===== src/rtl/epc_pkg.sv =====
package epc_pkg;

    localparam int DATA_W = 32;
    localparam int PID_W  = 8;

    localparam int PID_LSB = 0;
    localparam int AS_BIT  = 30;
    localparam int PR_BIT  = 31;

    localparam logic [DATA_W-1:0] KEEP_MASK = 32'hC000_00FF;

    localparam int NUM_CLASS = 2;

    typedef enum logic [1:0] {
        ACC_NORMAL = 2'b00,
        ACC_EXT_LD = 2'b01,
        ACC_EXT_ST = 2'b10,
        ACC_RSVD   = 2'b11
    } acc_class_e;

    typedef struct packed {
        logic [PID_W-1:0] pid;
        logic             as_bit;
        logic             pr_bit;
        logic             ext;
    } xlat_ctx_t;

    typedef struct packed {
        logic store;
        logic ext;
    } fault_syn_t;

    function automatic xlat_ctx_t unpack_ctx(input logic [DATA_W-1:0] raw);
        xlat_ctx_t c;
        c.pid    = raw[PID_LSB +: PID_W];
        c.as_bit = raw[AS_BIT];
        c.pr_bit = raw[PR_BIT];
        c.ext    = 1'b1;
        return c;
    endfunction

    function automatic logic is_external(input acc_class_e cls);
        return (cls == ACC_EXT_LD) || (cls == ACC_EXT_ST);
    endfunction

endpackage


===== src/rtl/epc_ctx_reg.sv =====
module epc_ctx_reg
    import epc_pkg::*;
#(
    parameter int W = DATA_W
) (
    input  logic         clk,
    input  logic         rst,
    input  logic         we,
    input  logic [W-1:0] wdata,
    input  logic [W-1:0] mask,
    output logic [W-1:0] value,
    output logic         flush
);

    always_ff @(posedge clk) begin
        if (rst) begin
            value <= '0;
            flush <= 1'b0;
        end else begin
            flush <= we;
            if (we) begin
                value <= wdata & mask;
            end
        end
    end

endmodule


===== src/rtl/epc_ctx_mux.sv =====
module epc_ctx_mux
    import epc_pkg::*;
(
    input  acc_class_e cls,
    input  xlat_ctx_t  ld_ctx,
    input  xlat_ctx_t  st_ctx,
    input  logic       cur_dr,
    input  logic       cur_pr,
    output xlat_ctx_t  ctx
);

    always_comb begin
        unique case (cls)
            ACC_EXT_LD: ctx = ld_ctx;
            ACC_EXT_ST: ctx = st_ctx;
            default: begin
                ctx.pid    = '0;
                ctx.as_bit = cur_dr;
                ctx.pr_bit = cur_pr;
                ctx.ext    = 1'b0;
            end
        endcase
    end

endmodule


===== src/rtl/epc_syndrome.sv =====
module epc_syndrome
    import epc_pkg::*;
(
    input  acc_class_e cls,
    input  logic       is_write,
    output fault_syn_t syn
);

    always_comb begin
        syn.store = is_write;
        syn.ext   = is_external(cls);
    end

endmodule


===== src/rtl/epc_selector.sv =====
module epc_selector
    import epc_pkg::*;
(
    input  logic              clk,
    input  logic              rst,
    input  logic              sup_mode,
    input  logic              wr_en,
    input  logic              wr_sel,
    input  logic [DATA_W-1:0] wr_data,
    input  logic              rd_sel,
    output logic [DATA_W-1:0] rd_data,
    input  logic [1:0]        acc_class,
    input  logic              acc_write,
    input  logic              cur_dr,
    input  logic              cur_pr,
    output logic [PID_W-1:0]  ctx_pid,
    output logic              ctx_as,
    output logic              ctx_pr,
    output logic              ctx_ext,
    output logic              flt_store,
    output logic              flt_ext,
    output logic              flush_ld,
    output logic              flush_st
);

    logic [DATA_W-1:0] ctx_q   [NUM_CLASS];
    logic              flush_q [NUM_CLASS];
    logic [DATA_W-1:0] ld_q;
    logic [DATA_W-1:0] st_q;

    acc_class_e cls;
    xlat_ctx_t  sel_ctx;
    fault_syn_t syn;

    assign cls = acc_class_e'(acc_class);

    for (genvar g = 0; g < NUM_CLASS; g++) begin : g_ctx
        logic we_g;
        assign we_g = wr_en && sup_mode && (wr_sel == 1'(g));
        epc_ctx_reg #(.W(DATA_W)) u_reg (
            .clk   (clk),
            .rst   (rst),
            .we    (we_g),
            .wdata (wr_data),
            .mask  (KEEP_MASK),
            .value (ctx_q[g]),
            .flush (flush_q[g])
        );
    end

    assign ld_q     = ctx_q[0];
    assign st_q     = ctx_q[1];
    assign flush_ld = flush_q[0];
    assign flush_st = flush_q[1];

    assign rd_data = sup_mode ? (rd_sel ? st_q : ld_q) : '0;

    epc_ctx_mux u_mux (
        .cls    (cls),
        .ld_ctx (unpack_ctx(ld_q)),
        .st_ctx (unpack_ctx(st_q)),
        .cur_dr (cur_dr),
        .cur_pr (cur_pr),
        .ctx    (sel_ctx)
    );

    epc_syndrome u_syn (
        .cls      (cls),
        .is_write (acc_write),
        .syn      (syn)
    );

    assign ctx_pid   = sel_ctx.pid;
    assign ctx_as    = sel_ctx.as_bit;
    assign ctx_pr    = sel_ctx.pr_bit;
    assign ctx_ext   = sel_ctx.ext;
    assign flt_store = syn.store;
    assign flt_ext   = syn.ext;

endmodule


===== config.mk =====
export PLATFORM = sky130hd
export DESIGN_NAME = epc_selector
export DESIGN_NICKNAME = d
export VERILOG_FILES = /design/src/rtl/epc_pkg.sv /design/src/rtl/epc_ctx_reg.sv /design/src/rtl/epc_ctx_mux.sv /design/src/rtl/epc_syndrome.sv /design/src/rtl/epc_selector.sv
export SDC_FILE = /design/constraint.sdc
export NUM_CORES = 1
export LEC_CHECK = 0
export BUFFER_PORTS_ARGS = -buffer_cell sky130_fd_sc_hd__buf_2
export CAP_MARGIN = 20
export CORE_ASPECT_RATIO = 0.5
export CORE_UTILIZATION = 41
export CTS_BUF_LIST = sky130_fd_sc_hd__clkbuf_16
export CTS_CLUSTER_DIAMETER = 80
export DETAILED_ROUTE_END_ITERATION = 7
export PLACE_DENSITY = 0.65
export RECOVER_POWER = 100
export SKIP_CTS_REPAIR_TIMING = 1
export SLEW_MARGIN = 20
export SYNTH_ARGS = -nofsm -noshare
export SYNTH_HDL_FRONTEND = slang
export SYNTH_HIERARCHICAL = 1
export SYNTH_SLANG_ARGS = --single-unit

===== constraint.sdc =====
create_clock -name clk -period 0.9 [get_ports clk]
set_input_delay 0 -clock clk [delete_from_list [all_inputs] [get_ports clk]]
set_output_delay 0 -clock clk [all_outputs]
set_load 0.05 [all_outputs]

==> run summary, run 1 <==
Site row count = 25
Cell Count, Final, Fillers Out = 744
CP delay by family, top = flip-flops
Max-slew violation count = 0
Clk_lat worst skew = 0.32 ns
Worst IR Drop VDD = 0.947 mV
Via/cell ratio = 4.39
WP depth = 3
Count of different cell masters after synthesis = 27
Final worst slack = -0.212 ns
DR DRC count = 0
Setup CP Type = flip-flop to output port
Post-route ant nets = 0
EDFF count, synth = 0
Clock Skew = 0 ns
Sequential share of the synthesized area = 0.309
CTS root buffer = clkbuf_16
DRT Pass-1 Iters = 4
Num CTS Buffers = 9
Failing checks = negative setup slack
Clock power frac = 0.455
Initial DRC count = 120
DP Area = 5520 sq um
Final Hold Viols = 0
Met1 Use GR = 0.204
Layout cells sized above 1 = 0.726
Synth Cell Area = 4270 sq um
P&R area growth vs syn = 51.7%
Slowest-stage cell, CP = dfxtp_4
P_leak = 2.44 nW
Combinational Power Share = 0.169
Dominant cells by area after synthesis = dfxtp_1 31%, nand3_2 14%, nand2b_4 13%
Worst-path fanout max = 3
Avg Inst Size Synth = 10.9 sq um
Sequential power share = 0.376
RSZ-0062 raised after global routing = yes
WL final = 9.47 mm
Vias in the first global route = 2,981
CP peak stage delay = 0.35 ns
Cells after synthesis = 391
Worst Path Arrival = 1.11 ns
Pint = 5.99 mW
Height of the die = 74.2 um
PD cells = 1240 nW/um^2
Top_reg_cell synth = dfxtp_1
First-pass GRT wire length = 14.5 mm
Total track usage = 0.172
Reg clk slew, reported paths = 0.05 ns
Core area = 9760 sq um
Final Net Count = 649
Cell Chain, Critical Path = mux2i_2 -> nor2b_4 -> buf_6
Synth area leader = dfxtp_1
Period utilization = 1.24
Final core occ = 0.664
Initial antenna violation count = 0
Vias = 3,267
Reg2Reg Depth = 4
Grt peak-use layer = met2
Number of setup violations in the final report = 65
GR Util met2 = 0.309
Initial Util = 0.438
Worst Path Required = 0.90 ns
Net load switching power = 2.05 mW
Yosys reg bits = 66
Crit. End Element = output port
H-tree depth = 3
Die area = 10,900 sq um
Area share of the largest cell type after synthesis = 0.309
Status = finished, violations left
Inst Count DP = 702
Final GP Congestion = 0.699
Setup crit start kind = flip-flop
Total inserted antenna cells = 0
Die X = 146 um
Met3 Use GR = 0.0491
Fraction of registers with async set/reset = 0
Net Sw Frac = 0.255
GRT overflow = 0
Max capacitance violation total = 0
Clock Sinks = 66
TritonCTS clock tree = yes
IO Count = 90
Fmax = 899 MHz
WP buf/inv = 1
Maximum clock insertion buffer count = 2
IO Port Bufs = 87
Post-route cell area = 6480 sq um
Fin crit period = 1.11 ns
Largest net degree at the start of global routing = 34
Post-placement setup slack = -0.368 ns
Worst Hold Class = primary input to output port
Wirelength per Cell = 12.7 um
Yosys warning total = 6
DPL Wire Length = 6.09 mm
Worst Hold Depth = 0
routing by layer:
layer | up-vias | part of all wire
met3 | 11 | 0.028
met2 | 48 | 0.51
met1 | 1506 | 0.45
met4 | 0 | 0.010
li1 | 1702 | -
met5 | - | 0
sequential cells by signal, summed over array words and instances, names as in the netlist:
name	count
g_ctx.u_reg/value	64
g_ctx.u_reg/flush	2
cells in the mapped netlist, types with 3 or more instances:
master / n
a21oi_1: 6
a21oi_2: 58
a22oi_1: 8
a22oi_2: 3
buf_12: 7
buf_2: 8
buf_6: 10
clkbuf_1: 3
dfxtp_1: 66
mux2i_1: 32
nand2_1: 3
nand2b_1: 24
nand2b_4: 40
nand3_1: 6
nand3_2: 58
nor2_1: 10
nor2b_1: 34
final timing paths:
| kind | startpoint | slack (ns) | endpoint |
|---|---|---|---|
| hold reg to reg | g_ctx[0].u_reg/value[23] | 0.47 | g_ctx[0].u_reg/value[23] |
| setup / recovery | g_ctx[1].u_reg/value[4] | -0.21 | rd_data[4] |
| hold / removal | acc_write | 0.00002 | flt_store |
| setup reg to reg | g_ctx[0].u_reg/value[15] | 0.12 | g_ctx[0].u_reg/value[15] |
through the flow:
stage	total power [mW]	hold slack, ns	setup TNS (ns)
after global routing	8.39	0.0000863	-10.41
after global placement	4.29	0.000589	-3.53
after floorplan	3.96	0.150	-0.221
after detailed placement	4.30	0.000589	-3.92
after CTS	7.98	-0.0598	-11.86
final	8.04	0.0000193	-6.69
power groups by stage:
stage / clock [mW] / sequential, mW / combinational (mW)
after floorplan: 0 / 3.10 / 0.859
after global placement: 0 / 3.08 / 1.21
after detailed placement: 0 / 3.08 / 1.22
after CTS: 3.74 / 3.02 / 1.22
after global routing: 3.91 / 3.03 / 1.45
final: 3.66 / 3.02 / 1.36
worst reg2reg max path, delay by kind of cell (launching register included):
| kind | cells | cell delay, ns |
|---|---|---|
| AO/OA/AOI/OAI | 1 | 0.04 |
| AND/OR/NAND/NOR | 1 | 0.05 |
| flip-flops | 1 | 0.32 |
| buffers and inverters | 2 | 0.25 |
final cells by class:
type,instances,area [sq um]
clock buffer,9,225
clock inverter,7,83.8
fill,779,3280
inverter,2,7.51
multi-input combinational,354,3090
sequential,66,1400
tap,135,169
timing repair buffer,171,1490
cell families (layout without fill, tap and decap cells):
family,after synthesis,count (layout),synth area share
muxes,32,32,0.0750
DFF,66,66,0.309
and+or+nand+nor,176,176,0.370
adders and majority gates,2,2,0.00586
xor gates and xnor gates,1,1,0.00205
AOI/OAI and AO/OA,77,77,0.152
other,2,66,0.00176
buffers and inverters,35,189,0.0841
layout by cell type (no fill, tap or decap), drive strengths merged:
| cell type | instances |
|---|---|
| nor2b | 34 |
| and3 | 1 |
| dfxtp | 66 |
| mux2i | 32 |
| clkbuf | 13 |
| nand3 | 64 |
| ha | 2 |
| buf | 156 |
| clkinvlp | 1 |
| o21ai | 2 |
| nor2 | 10 |
| conb | 66 |
| dlygate4sd3 | 11 |
| xor2 | 1 |
| clkinv | 4 |
| bufinv | 2 |
| inv | 2 |
| nand2b | 64 |
| nand2 | 3 |
| a21oi | 64 |
| a22oi | 11 |
Power figures use the tool's default switching activity.
==> run 2, diff against run 1 <==
Settings changed: SKIP_CTS_REPAIR_TIMING 1 to unset.
==> run 2 against run 1 <==
The flow still finishes with violations (negative setup slack); first-iteration DRC count down 23%; wire length grew 1.9%; register-to-register slack is essentially flat; maximum frequency rose by 0.71%; flip-flop and latch count stayed put; core utilization increased by 0.79 points; final area up 1.2%; setup slack better by 0.0079 ns; sequential power about the same; via count is 1.1% higher; hold slack barely moved; critical endpoint is now ctx_pid[6]; clock power is essentially flat.
==> run summary, run 2 (synthesis results as in run 1) <==
Status = finished, violations left (unchanged)
Failing checks = negative setup slack (unchanged)
Max-slew violation count = 0 (unchanged)
Die area = 10,900 sq um (unchanged)
Period utilization = 1.23 (was 1.24)
PD cells = 1230 nW/um^2 (was 1240 nW/um^2)
Fill count = 784 (was 779)
Crit. End Element = output port (unchanged)
Die X = 146 um (unchanged)
Layout cells sized above 1 = 0.730 (was 0.726)
Final worst slack = -0.204 ns (was -0.212 ns)
Clk_lat worst skew = 0.32 ns (about the same)
Maximum clock insertion buffer count = 2 (unchanged)
Worst-path fanout max = 3 (unchanged)
Final GP Congestion = 0.699 (unchanged)
Commonest non-fill, non-tap cell in the layout = buf_4 (was conb_1)
Num CTS Buffers = 9 (unchanged)
H-tree depth = 3 (unchanged)
Wirelength per Cell = 12.9 um (was 12.7 um)
Worst Path Required = 0.90 ns (about the same)
GRT overflow = 0 (unchanged)
Largest register by flop count = g_ctx.u_reg/value (unchanged)
DPL Wire Length = 6.09 mm (unchanged)
Total track usage = 0.184 (was 0.172)
Worst Hold Class = primary input to output port (unchanged)
Commonest cells after routing, fill and taps aside = 69 x buf_4, 66 x conb_1, 58 x nand3_2 (was 66 x conb_1, 63 x buf_4, 58 x nand3_2)
Clock Sinks = 66 (unchanged)
Post-placement setup slack = -0.368 ns (unchanged)
RSZ-0062 raised after global routing = yes (unchanged)
Final Power = 8.06 mW (was 8.04 mW)
Post-route ant nets = 0 (unchanged)
Setup CP Type = flip-flop to output port (unchanged)
WL final = 9.65 mm (was 9.47 mm)
DRT Pass-1 Iters = 3 (was 4)
Final Hold Viols = 0 (unchanged)
Final setup TNS = -5.93 ns (was -6.69 ns)
Fin crit period = 1.10 ns (was 1.11 ns)
DR DRC count = 0 (unchanged)
CP peak stage delay = 0.36 ns (was 0.35 ns)
IO Count = 90 (unchanged)
Largest regs = g_ctx.u_reg/value x64, g_ctx.u_reg/flush x2 (unchanged)
Worst IR Drop VDD = 0.976 mV (was 0.947 mV)
Height of the die = 74.2 um (unchanged)
Final Net Count = 655 (was 649)
Site row count = 25 (unchanged)
P&R area growth vs syn = 53.5% (was 51.7%)
Number of setup violations in the final report = 42 (was 65)
IO Port Bufs = 87 (unchanged)
Fmax = 905 MHz (was 899 MHz)
Core area = 9760 sq um (unchanged)
Largest net degree at the start of global routing = 34 (unchanged)
Setup crit start kind = flip-flop (unchanged)
Initial Util = 0.438 (unchanged)
Vias = 3,303 (was 3,267)
Via/cell ratio = 4.40 (was 4.39)
First-pass GRT wire length = 15.4 mm (was 14.5 mm)
Slowest-stage cell, CP = dfxtp_4 (unchanged)
Initial DRC count = 93 (was 120)
Cell Chain, Critical Path = a22oi_2 -> nor2_4 -> buf_6 (was mux2i_2 -> nor2b_4 -> buf_6)
Vias in the first global route = 3,173 (was 2,981)
P_leak = 2.47 nW (was 2.44 nW)
Clock Skew = 0 ns (unchanged)
Worst Path Arrival = 1.10 ns (was 1.11 ns)
CTS root buffer = clkbuf_16 (unchanged)
Total inserted antenna cells = 0 (unchanged)
Reg clk slew, reported paths = 0.06 ns (was 0.05 ns)
Max capacitance violation total = 0 (unchanged)
Initial antenna violation count = 0 (unchanged)
Max reg flops = 64 (unchanged)
TritonCTS clock tree = yes (unchanged)
[run 2: cell types whose count changed in the layout (fill, tap and decap cells not counted), moves of 2 or more]
| cell | change |
|---|---|
| a21oi_1 | +9 |
| a21oi_2 | -9 |
| buf_12 | -2 |
| buf_2 | -2 |
| buf_4 | +6 |
| buf_6 | +5 |
| clkbuf_4 | -2 |
| dfxtp_1 | -3 |
| dfxtp_4 | +3 |
| mux2i_1 | -5 |
| mux2i_2 | +2 |
| mux2i_4 | +3 |
[run 2: path summary, 6_finish.rpt]
kind	cells after the start	start	end	slack, ns
hold / removal	0	acc_write	flt_store	0.00002
setup / recovery	3	g_ctx[1].u_reg/value[6]	ctx_pid[6]	-0.20
hold reg to reg	2	g_ctx[1].u_reg/value[28]	g_ctx[1].u_reg/value[28]	0.46
setup reg to reg	4	g_ctx[1].u_reg/value[18]	g_ctx[1].u_reg/value[18]	0.12
[run 2: cell type report]
| class | instances | area [sq um] | area share |
|---|---|---|---|
| Timing Repair Buffer | 177 | 1540 | 0.236 |
| Clock inverter | 7 | 83.8 | 0.0128 |
| Tap cell | 135 | 169 | 0.0258 |
| Inverter | 2 | 7.51 | 0.00115 |
| Multi-Input combinational cell | 354 | 3110 | 0.474 |
| Clock buffer | 9 | 225 | 0.0344 |
| Sequential cell | 66 | 1420 | 0.216 |
[run 2: report_power, final]
part,total [mW],switching [mW],internal (mW)
logic,1.37,0.739,0.633
clock network,3.67,1.28,2.39
registers,3.02,0.0439,2.97
[run 2: critical path: cells and delay by family, from the launching register on]
family / cells / cell delay [ns]
buffers and inverters: 1 / 0.15
AO/OA/AOI/OAI: 1 / 0.22
flip-flops: 1 / 0.36
AND/OR/NAND/NOR: 1 / 0.05
[run 2: per-stage QoR]
step	utilization	area [sq um]	instances	hold slack, ns
floorplan	-	4680	455	0.150
global placement	0.566	5520	702	0.000589
detailed placement	0.566	5520	702	0.000589
CTS	0.662	6460	735	0.000589
global route	0.672	6550	750	0.0000863
finish	0.672	6550	750	0.0000220
[run 2: routing by layer]
metal,share of wire,vias to the layer above,global-route usage
met5,0,-,0
met4,0.011,0,0.0521
met3,0.031,10,0.0479
met2,0.51,48,0.348
met1,0.45,1530,0.209
li1,-,1715,-
[run 2: what timing repair did]
item | CTS | global route
setup endpoints to repair | 45 | 43
buffers inserted | 6 | 15
hold buffers | 11 | 0
gates resized for setup | 172 | 23
hold endpoints to repair | 24 | 0
pin swaps | 11 | 4
==> run 3, diff against run 2 <==
Settings changed: ABC_AREA set to 1, PLACE_DENSITY 0.65 to 0.66.
==> run 3 against run 2 <==
The flow still finishes with violations (negative setup slack); clock skew is the same; clock-buffer cell count is the same; sequential share of layout area grew 4.0 points; via count grew 12%; wire length shrank 8.2%; synthesized area shrank 15%; critical path depth grew 2; largest cell class unchanged.
==> run summary, run 3 <==
Num CTS Buffers = 9 (unchanged)
Max capacitance violation total = 0 (unchanged)
Post-route ant nets = 0 (unchanged)
Area share of the largest cell type after synthesis = 0.362 (was 0.309)
Period utilization = 1.23 (about the same)
First-pass GRT wire length = 15.0 mm (was 15.4 mm)
Die X = 135 um (was 146 um)
Reg clk slew, reported paths = 0.05 ns (was 0.06 ns)
Post-synth top cells = 352 x nand2_1, 102 x inv_1, 66 x dfxtp_1, 66 x nor2_1, 13 x buf_2 (was 66 x dfxtp_1, 58 x a21oi_2, 58 x nand3_2, 40 x nand2b_4, 34 x nor2b_1)
Clock Sinks = 66 (unchanged)
Sequential share of the synthesized area = 0.362 (was 0.309)
Wirelength per Cell = 9.67 um (was 12.9 um)
Worst Hold Class = primary input to output port (unchanged)
Worst IR Drop VDD = 0.896 mV (was 0.976 mV)
Count leader, synth = nand2_1 (was dfxtp_1)
Final Hold Viols = 0 (unchanged)
P_leak = 3.27 nW (was 2.47 nW)
Dominant cells by area after synthesis = dfxtp_1 36%, nand2_1 36%, inv_1 10% (was dfxtp_1 31%, nand3_2 14%, nand2b_4 13%)
Slew @ Worst Pin = 0.572 ns
Maximum clock insertion buffer count = 2 (unchanged)
Max reg flops = 64 (unchanged)
CTS root buffer = clkbuf_16 (unchanged)
Initial Util = 0.439 (was 0.438)
H-tree depth = 3 (unchanged)
Slew HR = 0.618
Inst Count DP = 891 (was 702)
Largest net degree at the start of global routing = 37 (was 34)
Initial DRC count = 150 (was 93)
DPL Wire Length = 5.83 mm (was 6.09 mm)
Via/cell ratio = 4.03 (was 4.40)
WL final = 8.86 mm (was 9.65 mm)
Count of different cell masters after synthesis = 15 (was 27)
Total track usage = 0.211 (was 0.184)
Avg Inst Size Synth = 5.76 sq um (was 10.9 sq um)
IO Port Bufs = 87 (unchanged)
Crit. End Element = output port (unchanged)
Vias in the first global route = 3,510 (was 3,173)
Die area = 9310 sq um (was 10,900 sq um)
Largest register by flop count = g_ctx.u_reg/value (unchanged)
Fin crit period = 1.11 ns (was 1.10 ns)
Slowest-stage cell, CP = dfxtp_2 (was dfxtp_4)
Final GP Congestion = 0.803 (was 0.699)
IO Count = 90 (unchanged)
Crit path top cell by count = nand2_1
Clock Skew = 0 ns (unchanged)
Fill count = 799 (was 784)
Status = finished, violations left (unchanged)
Top_reg_cell synth = dfxtp_1 (unchanged)
Worst Path Arrival = 1.11 ns (was 1.10 ns)
CP peak stage delay = 0.35 ns (was 0.36 ns)
Worst Hold Depth = 0 (unchanged)
Failing checks = negative setup slack (unchanged)
Post-route cell area = 5350 sq um (was 6550 sq um)
Fraction of registers with async set/reset = 0 (unchanged)
DP Area = 4600 sq um (was 5520 sq um)
Total inserted antenna cells = 0 (unchanged)
Setup CP Type = flip-flop to output port (unchanged)
Commonest cells after routing, fill and taps aside = 325 x nand2_1, 79 x inv_1, 66 x conb_1 (was 69 x buf_4, 66 x conb_1, 58 x nand3_2)
Vias = 3,694 (was 3,303)
Yosys reg bits = 66 (unchanged)
Max-slew violation count = 0 (unchanged)
Synth area leader = dfxtp_1 (unchanged)
RSZ-0062 raised after global routing = yes (unchanged)
Synth Cell Area = 3650 sq um (was 4270 sq um)
PD cells = 1380 nW/um^2 (was 1230 nW/um^2)
P&R area growth vs syn = 46.6% (was 53.5%)
TritonCTS clock tree = yes (unchanged)
DRT Pass-1 Iters = 4 (was 3)
Final Net Count = 847 (was 655)
Setup crit start kind = flip-flop (unchanged)
EDFF count, synth = 0 (unchanged)
Yosys warning total = 6 (unchanged)
Cell Chain, Critical Path = inv_1 -> nand2_1 -> nand2_1 -> nor2_2 -> buf_6 (was a22oi_2 -> nor2_4 -> buf_6)
Cell Count, Final, Fillers Out = 916 (was 750)
Clk_lat worst skew = 0.33 ns (was 0.32 ns)
Commonest non-fill, non-tap cell in the layout = nand2_1 (was buf_4)
Layout cells sized above 1 = 0.321 (was 0.730)
Initial antenna violation count = 0 (unchanged)
Fmax = 903 MHz (was 905 MHz)
Site row count = 23 (was 25)
Core area = 8320 sq um (was 9760 sq um)
Reg2Reg Depth = 3 (was 4)
Number of setup violations in the final report = 42 (unchanged)
Largest regs = g_ctx.u_reg/value x64, g_ctx.u_reg/flush x2 (unchanged)
DR DRC count = 0 (unchanged)
Worst-path fanout max = 3 (unchanged)
GRT overflow = 0 (unchanged)
Worst Path Required = 0.90 ns (about the same)
Final worst slack = -0.207 ns (was -0.204 ns)
Height of the die = 68.7 um (was 74.2 um)
Cells after synthesis = 634 (was 391)
==> run 3: final timing paths <==
check	startpoint	end	slack [ns]
hold / removal	acc_write	flt_store	0.00002
hold reg to reg	g_ctx[0].u_reg/value[13]	g_ctx[0].u_reg/value[13]	0.45
setup reg to reg	g_ctx[1].u_reg/value[17]	g_ctx[1].u_reg/value[17]	0.22
setup / recovery	g_ctx[1].u_reg/value[30]	rd_data[30]	-0.21
==> run 3: cells by family (layout without fill, tap and decap cells) <==
| logic type | Yosys count | in the layout | synth area share |
|---|---|---|---|
| AND/OR/NAND/NOR | 424 | 424 | 0.443 |
| AO/OA/AOI/OAI | 9 | 9 | 0.0216 |
| adder cells (fa/ha/maj) | 2 | 2 | 0.00686 |
| flip-flops | 66 | 66 | 0.362 |
| other | 2 | 66 | 0.00206 |
| buffers and inverters | 131 | 237 | 0.165 |
==> run 3: cell type report <==
cell class,count,area (sq um),area share
repair buffers,120,1060,0.197
well taps,112,140,0.0262
multi-input cells,501,2150,0.402
flip-flops and latches,66,1370,0.256
inverters,104,390,0.0730
clock inverters,4,16.3,0.00304
clock buffers,9,225,0.0421
==> run 3: worst max-delay path: cells and delay by family, from the launching register on <==
family / cells / cell delay, ns
flops: 1 / 0.35
simple gates: 3 / 0.21
buf+inv: 2 / 0.22
==> run 3: stage by stage <==
| stage | utilization | power (mW) | TNS, ns | worst slack, ns | hold slack (ns) |
|---|---|---|---|---|---|
| 6_report | 0.643 | 7.40 | -6.42 | -0.207 | 0.0000220 |
| 5_1_grt | 0.643 | 7.79 | -9.25 | -0.269 | 0.000120 |
| 4_1_cts | 0.637 | 7.45 | -6.72 | -0.219 | 0.000589 |
| 3_5_place_dp | 0.553 | 4.34 | -1.52 | -0.136 | 0.000589 |
| 3_3_place_gp | 0.553 | 4.33 | -1.24 | -0.122 | 0.000589 |
| 2_1_floorplan | - | 3.99 | -0.615 | -0.0683 | 0.157 |
==> run 3: layer usage <==
layer / GRT usage / share of wire / up-vias / wire, um
met5: 0 / 0 / - / 0
met4: 0.0646 / 0.0061 / 0 / 54
met1: 0.234 / 0.47 / 1569 / 4180
met3: 0.0607 / 0.040 / 5 / 350
li1: - / - / 2058 / -
met2: 0.403 / 0.48 / 62 / 4280
==> run 3: timing repair <==
action	4_1_cts	5_1_grt
endpoints found under the setup margin	44	43
setup buffers	0	2
hold buffers	10	0
resized for setup	146	48
pin swaps	18	18
hold endpoints to repair	20	0
==> run 3: power breakdown <==
group | leakage, nW | internal, mW | switching [mW]
Sequential | 0.554 | 3.00 | 0.0407
Clock | 0.131 | 1.78 | 1.14
Combinational | 2.58 | 0.546 | 0.907
Total | 3.27 | 5.32 | 2.09
